### src/rtl/ebs_pkg.sv
package ebs_pkg;
  typedef enum logic [1:0] {
    K_FETCH  = 2'b00,
    K_DATA16 = 2'b01,
    K_DATA8  = 2'b10,
    K_SPARE  = 2'b11
  } acc_kind_t;

  typedef enum logic [2:0] {
    ST_IDLE = 3'd0,
    ST_ADDR = 3'd1,
    ST_HOLD = 3'd2,
    ST_STRB = 3'd3,
    ST_DATA = 3'd4,
    ST_END  = 3'd5
  } bus_st_t;
endpackage

### src/rtl/ebs_fsm.sv
module ebs_fsm
  import ebs_pkg::*;
(
  input  logic    clk,
  input  logic    rst_n,
  input  logic    req_valid,
  output logic    accept,
  output bus_st_t state
);
  bus_st_t state_q, state_d;

  assign accept = req_valid && (state_q == ST_IDLE);
  assign state  = state_q;

  always_comb begin
    state_d = state_q;
    case (state_q)
      ST_IDLE: if (accept) state_d = ST_ADDR;
      ST_ADDR: state_d = ST_HOLD;
      ST_HOLD: state_d = ST_STRB;
      ST_STRB: state_d = ST_DATA;
      ST_DATA: state_d = ST_END;
      ST_END:  state_d = ST_IDLE;
      default: state_d = ST_IDLE;
    endcase
  end

  always_ff @(posedge clk or negedge rst_n) begin
    if (!rst_n) state_q <= ST_IDLE;
    else        state_q <= state_d;
  end
endmodule

### src/rtl/ebs_req_latch.sv
module ebs_req_latch
  import ebs_pkg::*;
#(
  parameter int ADDR_W = 16,
  parameter int DATA_W = 8
) (
  input  logic              clk,
  input  logic              rst_n,
  input  logic              accept,
  input  logic [1:0]        req_kind,
  input  logic              req_write,
  input  logic [ADDR_W-1:0] req_addr,
  input  logic [DATA_W-1:0] req_wdata,
  output logic              is_fetch,
  output logic              is_wide,
  output logic              is_write,
  output logic [ADDR_W-1:0] addr_q,
  output logic [DATA_W-1:0] wdata_q
);
  acc_kind_t kind_in;
  logic fetch_d, wide_d, write_d;

  always_comb begin
    kind_in = acc_kind_t'(req_kind);
    fetch_d = (kind_in == K_FETCH);
    wide_d  = (kind_in == K_FETCH) || (kind_in == K_DATA16);
    write_d = req_write && !fetch_d;
  end

  always_ff @(posedge clk or negedge rst_n) begin
    if (!rst_n) begin
      is_fetch <= 1'b0;
      is_wide  <= 1'b0;
      is_write <= 1'b0;
      addr_q   <= '0;
      wdata_q  <= '0;
    end else if (accept) begin
      is_fetch <= fetch_d;
      is_wide  <= wide_d;
      is_write <= write_d;
      addr_q   <= req_addr;
      wdata_q  <= req_wdata;
    end
  end
endmodule

### src/rtl/ebs_rd_capture.sv
module ebs_rd_capture #(
  parameter int DATA_W = 8
) (
  input  logic              clk,
  input  logic              rst_n,
  input  logic              cap_en,
  input  logic [DATA_W-1:0] ad_in,
  output logic              rd_valid,
  output logic [DATA_W-1:0] rd_data
);
  always_ff @(posedge clk or negedge rst_n) begin
    if (!rst_n) rd_valid <= 1'b0;
    else        rd_valid <= cap_en;
  end

  always_ff @(posedge clk or negedge rst_n) begin
    if (!rst_n)      rd_data <= '0;
    else if (cap_en) rd_data <= ad_in;
  end
endmodule

### src/rtl/ebs_pin_mux.sv
module ebs_pin_mux
  import ebs_pkg::*;
#(
  parameter int ADDR_W = 16,
  parameter int DATA_W = 8,
  localparam int HI_W = ADDR_W - DATA_W
) (
  input  bus_st_t           state,
  input  logic              is_fetch,
  input  logic              is_wide,
  input  logic              is_write,
  input  logic [ADDR_W-1:0] addr_q,
  input  logic [DATA_W-1:0] wdata_q,
  input  logic [HI_W-1:0]   p2_sfr,
  output logic [DATA_W-1:0] ad_out,
  output logic              ad_oe,
  output logic [HI_W-1:0]   hi_addr,
  output logic              ale,
  output logic              psen_n,
  output logic              rd_n,
  output logic              wr_n
);
  logic in_cycle, addr_ph, strb_ph, data_ph;

  always_comb begin
    in_cycle = (state != ST_IDLE);
    addr_ph  = (state == ST_ADDR) || (state == ST_HOLD);
    strb_ph  = (state == ST_STRB) || (state == ST_DATA);
    data_ph  = strb_ph || (state == ST_END);

    ale     = (state == ST_ADDR);
    psen_n  = !(strb_ph && is_fetch);
    rd_n    = !(strb_ph && !is_fetch && !is_write);
    wr_n    = !(strb_ph && is_write);
    hi_addr = (in_cycle && is_wide) ? addr_q[ADDR_W-1:DATA_W] : p2_sfr;

    if (addr_ph) begin
      ad_out = addr_q[DATA_W-1:0];
      ad_oe  = 1'b1;
    end else if (data_ph && is_write) begin
      ad_out = wdata_q;
      ad_oe  = 1'b1;
    end else begin
      ad_out = '0;
      ad_oe  = 1'b0;
    end
  end
endmodule

### src/rtl/ext_bus_seq.sv
module ext_bus_seq
  import ebs_pkg::*;
#(
  parameter int ADDR_W = 16,
  parameter int DATA_W = 8,
  localparam int HI_W = ADDR_W - DATA_W
) (
  input  logic              clk,
  input  logic              rst_n,
  input  logic              req_valid,
  input  logic [1:0]        req_kind,
  input  logic              req_write,
  input  logic [ADDR_W-1:0] req_addr,
  input  logic [DATA_W-1:0] req_wdata,
  input  logic [HI_W-1:0]   p2_sfr,
  output logic              busy,
  output logic              rd_valid,
  output logic [DATA_W-1:0] rd_data,
  output logic [DATA_W-1:0] ad_out,
  output logic              ad_oe,
  input  logic [DATA_W-1:0] ad_in,
  output logic [HI_W-1:0]   hi_addr,
  output logic              ale,
  output logic              psen_n,
  output logic              rd_n,
  output logic              wr_n
);
  logic [1:0] rst_sync_q;
  logic       rst_sync_n;
  logic       accept, is_fetch, is_wide, is_write;
  logic [ADDR_W-1:0] addr_q;
  logic [DATA_W-1:0] wdata_q;
  bus_st_t    state;

  always_ff @(posedge clk or negedge rst_n) begin
    if (!rst_n) rst_sync_q <= 2'b00;
    else        rst_sync_q <= {rst_sync_q[0], 1'b1};
  end
  assign rst_sync_n = rst_sync_q[1];

  ebs_fsm u_fsm (
    .clk(clk), .rst_n(rst_sync_n), .req_valid(req_valid),
    .accept(accept), .state(state)
  );

  ebs_req_latch #(.ADDR_W(ADDR_W), .DATA_W(DATA_W)) u_req (
    .clk(clk), .rst_n(rst_sync_n), .accept(accept),
    .req_kind(req_kind), .req_write(req_write), .req_addr(req_addr),
    .req_wdata(req_wdata), .is_fetch(is_fetch), .is_wide(is_wide),
    .is_write(is_write), .addr_q(addr_q), .wdata_q(wdata_q)
  );

  ebs_rd_capture #(.DATA_W(DATA_W)) u_cap (
    .clk(clk), .rst_n(rst_sync_n),
    .cap_en((state == ST_DATA) && !is_write),
    .ad_in(ad_in), .rd_valid(rd_valid), .rd_data(rd_data)
  );

  ebs_pin_mux #(.ADDR_W(ADDR_W), .DATA_W(DATA_W)) u_mux (
    .state(state), .is_fetch(is_fetch), .is_wide(is_wide),
    .is_write(is_write), .addr_q(addr_q), .wdata_q(wdata_q),
    .p2_sfr(p2_sfr), .ad_out(ad_out), .ad_oe(ad_oe), .hi_addr(hi_addr),
    .ale(ale), .psen_n(psen_n), .rd_n(rd_n), .wr_n(wr_n)
  );

  assign busy = (state != ST_IDLE);


  psen_only_chk: assert property (@(posedge clk) disable iff (!rst_sync_n)
    !psen_n |-> (rd_n && wr_n));


  port_release_chk: assert property (@(posedge clk) disable iff (!rst_sync_n)
    (!rd_n || !psen_n) |-> !ad_oe);


  ale_single_chk: assert property (@(posedge clk) disable iff (!rst_sync_n)
    ale |=> (!ale && busy));


  addr_hold_chk: assert property (@(posedge clk) disable iff (!rst_sync_n)
    $fell(ale) |-> ($stable(ad_out) && ad_oe));


  rd_valid_chk: assert property (@(posedge clk) disable iff (!rst_sync_n)
    rd_valid |-> ($past(!rd_n || !psen_n) && rd_n && psen_n));


  hold_off_chk: assert property (@(posedge clk) disable iff (!rst_sync_n)
    ale |-> !$past(busy));
endmodule

### config.mk
export PLATFORM = sky130hd
export DESIGN_NAME = ext_bus_seq
export DESIGN_NICKNAME = d
export VERILOG_FILES = /design/src/rtl/ebs_pkg.sv /design/src/rtl/ebs_fsm.sv /design/src/rtl/ebs_req_latch.sv /design/src/rtl/ebs_rd_capture.sv /design/src/rtl/ebs_pin_mux.sv /design/src/rtl/ext_bus_seq.sv
export SDC_FILE = /design/constraint.sdc
export NUM_CORES = 1
export LEC_CHECK = 0
export ABC_CLOCK_PERIOD_IN_PS = 1750
export BUFFER_PORTS_ARGS = -buffer_cell sky130_fd_sc_hd__buf_2
export CAP_MARGIN = 0
export CORE_UTILIZATION = 35
export CTS_CLUSTER_SIZE = 40
export DETAILED_ROUTE_END_ITERATION = 10
export PLACE_DENSITY = 0.72
export SYNTH_ARGS = -nofsm -noshare
export SYNTH_HDL_FRONTEND = slang
export SYNTH_SLANG_ARGS = --single-unit
export TNS_END_PERCENT = 10
### constraint.sdc
create_clock -name clk -period 1.75 [get_ports clk]
set_input_delay 0 -clock clk [delete_from_list [all_inputs] [get_ports clk]]
set_output_delay 0 -clock clk [all_outputs]
set_load 0.01 [all_outputs]
### Yosys cells after proc, flatten, opt, wreduce, memory -nomap -nowiden

Index checks and enable logic that the tools add are counted.

* register bits after elaboration: 41
* output and inout bits: 31

* equal/unequal tests: 7
* mux-type cells: 7
* reduce and logical (&&, ||, !) cells: 22

Operators with widths (number)
* two-way mux 8 bit: 3
* one-hot mux 3 bit (5 select lines): 1
* logical AND 1 bit: 9
* == test 3 x 2 -> 1 bit, second input constant: 2
* == test 3 bit, second input constant: 2
* zero test 1 bit: 6
* logical OR 1 bit: 4
* == test 3 x 1 -> 1 bit, second input constant: 1
* zero test 3 bit: 1
* two-way mux 3 bit: 1
* nonzero test 3 bit: 1
* == test 2 x 1 -> 1 bit, second input constant: 1
* zero test 2 bit: 1
* two-way mux 1 bit: 2
* != test 2 bit, second input constant: 1

### Longest topological paths before layout

* depth in word-level cells: 6
* depth in mapped cells: 6
* gate-level depth less buffers: 3

### Modules after synthesis

A second synthesis with hierarchy kept.

* cells, all modules: 167
* area total of the unflattened synthesis: 2178.3 um^2

Modules (own cells, without submodules)
* ebs_req_latch: instances 1, cells an instance 61, area an instance 1103.6 um^2
* ebs_pin_mux: instances 1, cells an instance 72, area an instance 524.3 um^2
* ebs_rd_capture: instances 1, cells an instance 18, area an instance 356.6 um^2
* ebs_fsm: instances 1, cells an instance 11, area an instance 125.1 um^2
* ext_bus_seq: instances 1, cells an instance 5, area an instance 68.8 um^2

### Worst setup path before layout

OpenSTA, ideal clock, no wires.

* kind: register to register
* from: register u_fsm.state_q[1], in the netlist u_fsm.state[1]
* to: register u_req.addr_q[15]
* setup time: 0.125 ns
* arrival: 1.428 ns
* slack: 0.197 ns
* stages on the path, launching flop included: 6
* cells stage by stage: dfrtp_1 > buf_6 > nor4b_2 > buf_4 > buf_6 > mux2_2

* cells in the longest elaborated chain, start to end: 2

Ends and longest elaborated chain
* start, declared: line ebs_fsm.sv:10 `bus_st_t state_q, state_d;`
* start signal, assigned: line ebs_fsm.sv:30 `else state_q <= state_d;`
* zero test 3 bit: line ebs_fsm.sv:12 `assign accept = req_valid && (state_q == ST_IDLE);`
* logical AND 1 bit: line ebs_fsm.sv:12
* end signal, assigned: line ebs_req_latch.sv:41 `addr_q <= req_addr;`
* end, declared: line ebs_req_latch.sv:17 `output logic [ADDR_W-1:0] addr_q,`

No other way between the ends.
A chain may end at the register's enable or synchronous reset.

### Worst setup path after layout

* from: register u_fsm.state_q[1], in the netlist u_fsm.state[1]
* to: output hi_addr[1]

* cells in the longest elaborated chain, start to end: 3

Ends and longest elaborated chain
* nonzero test 3 bit: line ebs_pin_mux.sv:26 `in_cycle = (state != ST_IDLE);`
* logical AND 1 bit: line ebs_pin_mux.sv:35 `hi_addr = (in_cycle && is_wide) ? addr_q[ADDR_W-1:DATA_W] : p2_sfr;`
* two-way mux 8 bit: line ebs_pin_mux.sv:35
* end, declared: line ext_bus_seq.sv:22 `output logic [HI_W-1:0] hi_addr,`

No other way between the ends.

==> impl_results.md <==
* WL final at 4.327 mm
* Initial DRC Count at 41
* Critical Path AT at 1740 ps
* Critical path type: register to output port
* Final period utilization at 0.9963
* DRC errors left at 0
* Worst path slowest cell: dfrtp_2
* Sequential share of the synthesized area at 0.5807
* Aggregate global-route resource usage at 0.1649
* R2R depth at 4
* Crit. End Element: output port
* Outcome: finished clean
* DP HPWL at between 2 and 3 mm
* Avg WL per Cell at between 10 and 15 um
* Delay of the slowest critical-path stage at approximately 440 ps
* Ys Warns at 0
* Worst hold path class: primary input to asynchronous set/reset pin
* # IOs at 77
* Die area at around 5300 um2
* Post-synth ARST share at 1.000
* # diodes at 0
* Clock net sink count at 41
* Synth cell count leaders: 41 x dfrtp_1, 41 x mux2_2, 8 x a22o_1, 4 x nor2_1, 3 x nand2_1
* Core Rows at 25
* Vias in the first global route at roughly 1.5k
* Clock Latency Late Sink at a little under 300 ps
* CTS tree: built
* Number of hold violations in the final report at 0
* Pleak at between 1 and 1.5 nW
* Min Tclk post-route at about 1700 ps
* Maxcap violations at 0
* DR vias/cell at roughly 4.6
* Final ANT Viol Nets at 0
* R2R Setup Slk at 120 ps
* GRT Residual Overflow at 0
* Main synth FF type: dfrtp_1
* Non-Filler Instances at approximately 310
* Post-Synthesis Cells at around 120
* Number of distinct library cells after synthesis at 23
* Syn_area_per_cell at 14.60 um2
* Area grow syn2layout at 61.47%
* FF-to-FF End: u_req.addr_q[13]
* Share of layout cells above drive strength 1 at 0.5894
* Worst-path clk slew at about 80 ps
* First-pass GRT wire length at 6.499 mm
* RSZ-0062 raised after global routing: true
* Placer Congestion at slightly above 0.7
* Net count after synthesis at ~170
* Flip-flop and latch count after synthesis at 41
* Fill cells at roughly 390
* Yosys top cell area share at 0.5807
* Worst Setup Start Kind: register
* Post-synth top area cell: dfrtp_1
* Pin count of the biggest net entering global routing at 29
* Initial Util at 0.3692
* Required time of the critical path at 1750 ps
* Total CTS buffers at 5
* VDD IR max at between 700 and 800 uV
* Die width at 73.05 um
* Hold slack at about 19 ps
* Clock tree buffer depth at 2
* Die H at 73.05 um
* Dpl cells at 263
* CTS root buf: clkbuf_8
* Skew final at around 6.5 ps
* Worst r2r src: u_fsm.state[1]
* Pins over their slew limit at 0
* Worst setup path end: hi_addr[1]
* H-Tree Depth at 2
* Power density cells at roughly 1700 nW/um2
* Setup TNS at 0 ps
* CP startpoint: u_fsm.state[1]
* Vias at roughly 1.4k
* Core area at 4786 um2
* Number of enable flip-flop cells after synthesis at 0
* Setup violations, final at 0
* Initial antenna violation count at 0
* Area contributors post-synth: dfrtp_1 58%, mux2_2 26%, a22o_1 4.0%, nor4b_4 1.3%, buf_6 1.3%
* Util after Layout at 0.5961
* Final Net Count at 291
* CP Max Fanout at 8
* Mapped Area at around 1800 um2
* Crit path cell chain: or3_4, nand2_8, mux2_4, buf_6
* Input/output buffers at 76
* Drt pass-1 iters at 4
* Max Freq at 573.6 MHz
[layout by cell type (no fill, tap or decap), drive strengths merged, types with 2 or more instances in the layout]
cell / instances
nand2: 4
mux2: 41
clkbuf: 7
nand3b: 2
buf: 88
o21ai: 2
nor2: 4
dlygate4sd3: 35
a22o: 8
dfrtp: 41
a21oi: 2
nor4b: 2
[critical path, delay by kind of cell, from the launching register on]
kind                   cells  cell delay, ps
flip-flops                 1             440
multiplexers               1             320
buffers and inverters      1             120
AND/OR/NAND/NOR            2             570
[per-layer routing]
layer | part of all wire | GRT usage
met5 | 0 | 0
met4 | 0.021 | 0.07625
met3 | 0.064 | 0.06354
met2 | 0.53 | 0.2922
met1 | 0.39 | 0.1709
[registers in the layout, summed over array words and instances, names as in the netlist]
register and flops:
u_req.addr_q 16, u_req.is_write 1, u_fsm.state 3, u_req.wdata_q 8, u_cap.rd_data 8, u_req.is_wide 1, u_cap.rd_valid 1, u_req.is_fetch 1
rst_sync_q 2
[what timing repair did]
item / in CTS / in global routing
hold buffers: 35 / 0
setup buffers: 0 / 7
hold endpoints to repair: 36 / 0
gates resized for setup: 14 / 11
endpoints found under the setup margin: 17 / 10
pin swaps: 2 / 2
[cells by family (layout without fill, tap and decap cells)]
group | after synthesis | count (layout) | synth area share
muxes | 41 | 41 | 0.2613
and+or+nand+nor | 17 | 17 | 0.06657
AOI/OAI and AO/OA | 13 | 13 | 0.05524
DFF | 41 | 41 | 0.5807
other | 1 | 1 | 0.002123
buffers and inverters | 7 | 132 | 0.02903
xor gates and xnor gates | 1 | 1 | 0.004958
[how the worst min path moves through the flow]
stage                from             to  slack, ps  depth (start not counted)
detailed placement  rst_n  rst_sync_q[0]       -210                          1
finish              rst_n  rst_sync_q[0]         20                          2
CTS                 rst_n  rst_sync_q[1]          6                          2
floorplan           rst_n  rst_sync_q[0]       -300                          0
global placement    rst_n  rst_sync_q[0]       -210                          1
global route        rst_n  rst_sync_q[0]         20                          2
[where the power goes]
group          internal, mW  switching, mW
combinational          1.48           1.05
clock                 0.283          0.332
sequential             1.41          0.285
[metrics by stage]
step	power, mW	instance area (um2)	setup slack (ps)
after floorplan	3.031	1767	197.2
after global placement	3.655	2256	129.5
after detailed placement	3.721	2256	75.93
after CTS	4.616	2761	-69.21
after global routing	5.142	2853	-40.62
final	4.832	2853	6.496
[final cells by class]
type / count / area (um2) / area share
Inverter: 1 / 3.754 / 0.001316
Clock buffer: 7 / 76.32 / 0.02675
Sequential cell: 41 / 1031 / 0.3614
Multi-Input combinational cell: 73 / 754.5 / 0.2645
Clock inverter: 1 / 7.507 / 0.002632
Tap cell: 67 / 83.83 / 0.02939
Timing Repair Buffer: 123 / 895.9 / 0.3140
No activity file was read; power rests on OpenSTA's default activity.
